File: config.mk
export PLATFORM = sky130hd
export DESIGN_NAME = irq_prio_enc
export DESIGN_NICKNAME = d
export VERILOG_FILES = /design/src/rtl/irq_prio_enc.sv
export SDC_FILE = /design/constraint.sdc
export NUM_CORES = 1
export LEC_CHECK = 0
export ABC_AREA = 1
export BUFFER_PORTS_ARGS = -buffer_cell sky130_fd_sc_hd__buf_2
export CAP_MARGIN = 20
export CORE_MARGIN = 3
export CORE_UTILIZATION = 45
export DETAILED_ROUTE_END_ITERATION = 8
export PLACE_DENSITY = 0.67
export SYNTH_ARGS = -nofsm -noshare
export SYNTH_HDL_FRONTEND = slang
export SYNTH_SLANG_ARGS = --single-unit
File: constraint.sdc
create_clock -name clk -period 3.1 [get_ports clk]
set_clock_uncertainty 0.1 [all_clocks]
set_input_delay 0.155 -clock clk [delete_from_list [all_inputs] [get_ports clk]]
set_output_delay 0.155 -clock clk [all_outputs]
set_load 0.005 [all_outputs]
File: src/rtl/irq_prio_enc.sv
module irq_prio_enc #(
  parameter int NSRC = 16,
  localparam int IDW = $clog2(NSRC)
) (
  input  logic            clk,
  input  logic            rst_n,
  input  logic [NSRC-1:0] req_in,
  input  logic            mask_we,
  input  logic [NSRC-1:0] mask_wdata,
  input  logic            glob_en,
  input  logic            ack,
  input  logic            eoi,
  output logic            irq_pend,
  output logic [IDW-1:0]  irq_id,
  output logic [NSRC-1:0] in_svc
);

  localparam int SRC_HWFAIL = 0;
  localparam int SRC_PROG   = 1;
  localparam int SRC_TIMER  = 2;
  localparam int SRC_IO_LO  = 3;

  logic [NSRC-1:0] req_q, pend_q, mask_q, svc_q;
  logic [NSRC-1:0] rise, cand, ack_set, eoi_clr;
  logic [IDW-1:0]  best_id;
  logic            best_ok;
  logic [IDW:0]    top_svc;

  assign rise = req_in & ~req_q;
  assign cand = pend_q & ~mask_q;

  always_comb begin
    best_id = '0;
    best_ok = 1'b0;
    for (int i = NSRC - 1; i >= 0; i--) begin
      if (cand[i]) begin
        best_id = IDW'(i);
        best_ok = 1'b1;
      end
    end
  end

  always_comb begin
    top_svc = (IDW+1)'(NSRC);
    for (int i = NSRC - 1; i >= 0; i--) begin
      if (svc_q[i]) top_svc = (IDW+1)'(i);
    end
  end

  assign irq_pend = glob_en && best_ok && ({1'b0, best_id} < top_svc);
  assign irq_id   = irq_pend ? best_id : '0;
  assign in_svc   = svc_q;

  assign ack_set = (ack && irq_pend) ? (NSRC'(1) << best_id) : '0;
  assign eoi_clr = eoi ? (svc_q & (~svc_q + NSRC'(1))) : '0;

  always_ff @(posedge clk) begin
    if (!rst_n) begin
      req_q  <= '0;
      pend_q <= '0;
      mask_q <= '0;
      svc_q  <= '0;
    end else begin
      req_q  <= req_in;
      pend_q <= (pend_q & ~ack_set) | rise;
      svc_q  <= (svc_q & ~eoi_clr) | ack_set;
      if (mask_we) mask_q <= mask_wdata;
    end
  end

endmodule


* Yosys cells after proc, flatten, opt, wreduce, memory -nomap -nowiden *
Index checks and enable logic that the tools add are counted.

cells by class
  add/sub/neg operators = 1
  $lt $le $gt $ge = 1
  shift-type cells = 1
  mux-type cells = 51
  bitwise logic cells = 12
  reductions and logical operators = 3

operator list
  operator                 count
  $and A16 B16 Y16         5
  $mux W5                  16
  $not A16 Y16             5
  $mux W4                  17
  $mux W16                 2
  $or A16 B16 Y16          2
  $add A16 B1 Y16 const B  1
  $mux W1                  16
  $shl A1 B4 Y16 const A   1
  $lt A4 B5 Y1             1
  $logic_and A1 B1 Y1      3

word-level totals
  flip-flop bits (word level) = 64
  logic and storage cells = 73

* Depth between registers and ports, before layout *
  depth after elaboration = 25
  mapped depth = 23

* Worst setup path before layout *
OpenSTA, ideal clock, no wires.

  path kind = reg2out
  start point = register mask_q[14]
  end point = output irq_id[0]
  data arrival time = 2042 ps
  required time = 2845 ps
  setup slack = 803 ps
  stages on the path, launching flop included = 17
  buffers on the path = 1
  cell sequence = dfxtp_1 clkinv_1 nand2_1 o21ai_0 a31oi_1 nor2_1 nor2_1 o21bai_1 nand3_1 inv_1 ha_1 a21oi_1 nor2_1 nor3_4 buf_6 nand2_1 nor2_1

between the ends
  longest elaborated chain between the ends = 20

RTL lines
  element                                              RTL line  source
  start, declared                                      23        logic [NSRC-1:0] req_q, pend_q, mask_q, svc_q;
  start signal, assigned                               67        if (mask_we) mask_q <= mask_wdata;
  $not A16 Y16 *                                       30        assign cand = pend_q & ~mask_q;
  $and A16 B16 Y16 *                                   30
  $mux W4 or $mux W1 (tied branches) (15 in a row)     36        if (cand[i]) begin
  $lt A4 B5 Y1 or $logic_and A1 B1 Y1 (tied branches)  50        assign irq_pend = glob_en && best_ok && ({1'b0, best_id} < top_svc);
  $logic_and A1 B1 Y1                                  50
  $mux W4 *                                            51        assign irq_id = irq_pend ? best_id : '0;
  end, declared                                        14        output logic [IDW-1:0] irq_id,

Every way passes the cells marked *; elsewhere a longest branch is shown, timed or not.

* Worst setup path after layout *
  start point = register mask_q[0]
  end point = output irq_id[2]

between the ends
  longest elaborated chain between the ends = 6

RTL lines
  element                                              RTL line
  $not A16 Y16 *                                       30
  $and A16 B16 Y16 *                                   30
  $mux W4 or $mux W1 (tied branches)                   36
  $lt A4 B5 Y1 or $logic_and A1 B1 Y1 (tied branches)  50
  $logic_and A1 B1 Y1                                  50
  $mux W4 *                                            51

Marked as above.

==> results.cfg <==
[clock_network]
cts_tree = done
cts_root_buffer = clkbuf_8
clock_sinks = 64
htree_levels = 3
max-clock-path-buffers = 2
path_clk_slew_ns = 0.06
cts_made_buffers = 9
clk_latency_ns = 0.34

[sta]
rsz0062_at_grt = false
fin_crit_sh_pct = 91.1
hold_viol = 0
worstMarginPinSlew_ns = 0.808
fin_crit_ns = 2.82
holdWs_ns = 0.0145
setup_violations = 0
relSlewSlack_pct = 46.1
fin_tns_setup_ns = 0
max_freq_mhz = 354
setup_ws_ns = 0.277
drv_slew = 0

[critical_path]
cp.arrival_ns = 2.57
path_max_fanout = 10
worstSetupPathType = reg2out
endpoint_kind = output port
r2r-end = pend_q[11]
crit_path_start = mask_q[0]
critPathMaxStageDelay_ns = 0.33
critPathBufInv = 2
start_kind = flop
worstPathRequired_ns = 2.84
cp_common_cell = nand2_1
cp.depth = 13
critPathCapture = irq_id[2]
crit_family = simple AND/OR/NAND/NOR gates
r2r_slack_ns = 0.43
reg2regPathDepth = 14
r2r_start = mask_q[0]
critPathSlowestCell = nor2_2
crit_chain = inv_1 > nand2_1 > nand2_1 > nor2_1 > nand2_1 > nor2_2 > ha_1 > o21ai_1 > nor2_1 > nor3_4 > nand2_1 > nor2_1 > buf_2

[final_layout]
seqCellArea_um2 = 1280
layout_commonest_cell = nand2_1
diodes = 0
multiInputGateArea_um2 = 1350
layout_common_cells = 126 x nand2_1, 66 x inv_1, 64 x dfxtp_1, 58 x buf_2, 36 x nor2_1
layoutNonFillerInstCount = 600
fillers = 592
area_delta_synth_final_pct = 27.1
nNetsFinal = 561
drive_above_1_share_pct = 19.6

[status]
status = finished clean

[yosys]
synthMuxAreaShare_pct = 0
synth_compound_area_share_pct = 12.0
synth_nets = 475
yosys.area_share.simple_pct = 32.4
syn-mean-instance-area_um2 = 6.78
yosysSeqAreaShare_pct = 43.5
synthXorXnorAreaFrac_pct = 0
synth_top_family_by_area = simple AND/OR/NAND/NOR gates
syn_inst = 434
syn_area_um2 = 2940
synth.top_cell.area_share_pct = 43.5
synthAdderAreaFrac_pct = 1.28
synth_cell_types = 23
yosysWarnings = 0
synth-seq-cells = 64
synth_area_leaders = dfxtp_1 44%, nand2_1 16%, inv_1 8.4%
yosys.area.top_type = dfxtp_1

[place]
gp_congestion = 0.886
post-place-cells = 557
hpwl_um = 5190
io_buffers = 58
dp_slack_ns = 0.346

[floorplanning]
core_um2 = 6130
ios = 59
die-area_um2 = 7550
initial_core_util_pct = 48.0
fp-row-count = 28
die_h_um = 86.9
die_w_um = 86.9

[power]
combPwrFrac_pct = 19.9
p_total_mw = 1.95
power_frac_seq_pct = 46.0
power_density_nw_per_um2 = 521
p_sw_share_pct = 29.2
leakagePower_nw = 2.00
p_int_mw = 1.38
p_switching_mw = 0.569
max-vdd-ir-drop_v = 0.000408
clkPwrFrac_pct = 34.0

[job]
cap_violations = 0

[global_routing]
gr-total-overflow = 0
antenna_found_initial = 0
grt_pass1_wl_um = 11900
grt_max_degree = 32
grt_usage_pct = 20.3
grt_pass1_vias = 2670

[routing]
via_per_inst = 4.71
drc = 0
ant_nets = 0
drtIter0Drc = 190
wl_per_cell_um = 11.8
drt_wl_total_um = 7050
num_vias = 2827
dr.pass1.iters = 4

[worst_hold_path]
hold_path.class = in2reg
[area by class of cell]
type                       count  share of cell area (%)
tap                           75                    2.51
clock buffer                  14                    4.62
clock inverter                 2                   0.334
multi-input combinational    289                    36.2
sequential                    64                    34.2
timing repair buffer          86                    15.1
inverter                      70                    7.02
[power by group through the flow]
stage               combinational, mW  clock [mW]  sequential, mW
detailed placement              0.352           0           0.916
CTS                             0.382       0.682           0.898
finish                          0.389       0.663           0.897
global route                    0.447       0.715           0.903
floorplan                       0.265           0           0.910
global placement                0.343           0           0.914
[layer usage]
layer  wire, um  track usage [%]
met4        134             8.78
met3        351             4.92
met1       3220             24.5
met2       3350             34.2
met5          0                0
[Yosys cell counts]
cell,instances
a21oi_1,34
a31oi_1,1
buf_6,2
clkbuf_1,9
clkinv_1,2
dfxtp_1,64
ha_1,3
inv_1,66
inv_2,2
nand2_1,126
nand2_2,2
nand3_1,11
nand4_1,18
nor2_1,36
nor2_2,5
nor3_1,2
nor3_4,1
o21ai_0,28
o21ai_1,1
o21ai_2,1
o21bai_1,1
o31ai_1,2
or2_2,17
[per-stage QoR]
stage	utilization [%]	cell area [um^2]
after detailed placement	53.5	3280
after CTS	60.9	3730
after floorplan	-	2940
after global placement	53.5	3280
after global routing	61.0	3740
final	61.0	3740
[logic make-up after synthesis]
family	after synthesis
and+or+nand+nor	218
adders and majority gates	3
DFF	64
buffers and inverters	81
AOI/OAI and AO/OA	68
[flip-flops by register name, indices dropped and copies added (netlist names)]
register	flops
in_svc	16
mask_q	16
pend_q	16
req_q	16
[worst min path at each step]
stage                end  slack [ns]  depth (start not counted)     startpoint
2_1_floorplan   req_q[0]        0.16                          2      req_in[0]
3_3_place_gp    req_q[3]        0.25                          3      req_in[3]
3_5_place_dp    req_q[1]        0.25                          3      req_in[1]
4_1_cts        mask_q[6]       0.009                          3  mask_wdata[6]
5_1_grt        mask_q[6]        0.02                          3  mask_wdata[6]
6_report       mask_q[6]        0.01                          3  mask_wdata[6]
[timing repair]
| action | 4_1_cts | 5_1_grt |
|---|---|---|
| resized for setup | 0 | 3 |
| endpoints found under the hold margin | 25 | 0 |
| pin swaps | 1 | 0 |
| hold buffers | 26 | 0 |
| setup endpoints to repair | 4 | 5 |
| buffers inserted | 1 | 0 |
[worst reg2reg max path: stages, from the launching register on]
cell	delay, ns
dfxtp_1	0.31
inv_1	0.05
nand2_1	0.17
nand2_1	0.07
nor2_1	0.12
nand2_1	0.10
nor2_2	0.33
ha_1	0.30
o21ai_1	0.11
nor2_1	0.09
nor3_4	0.21
buf_4	0.23
nand4_1	0.23
nand2_1	0.12
nand2_1	0.05
Power figures use the tool's default switching activity.
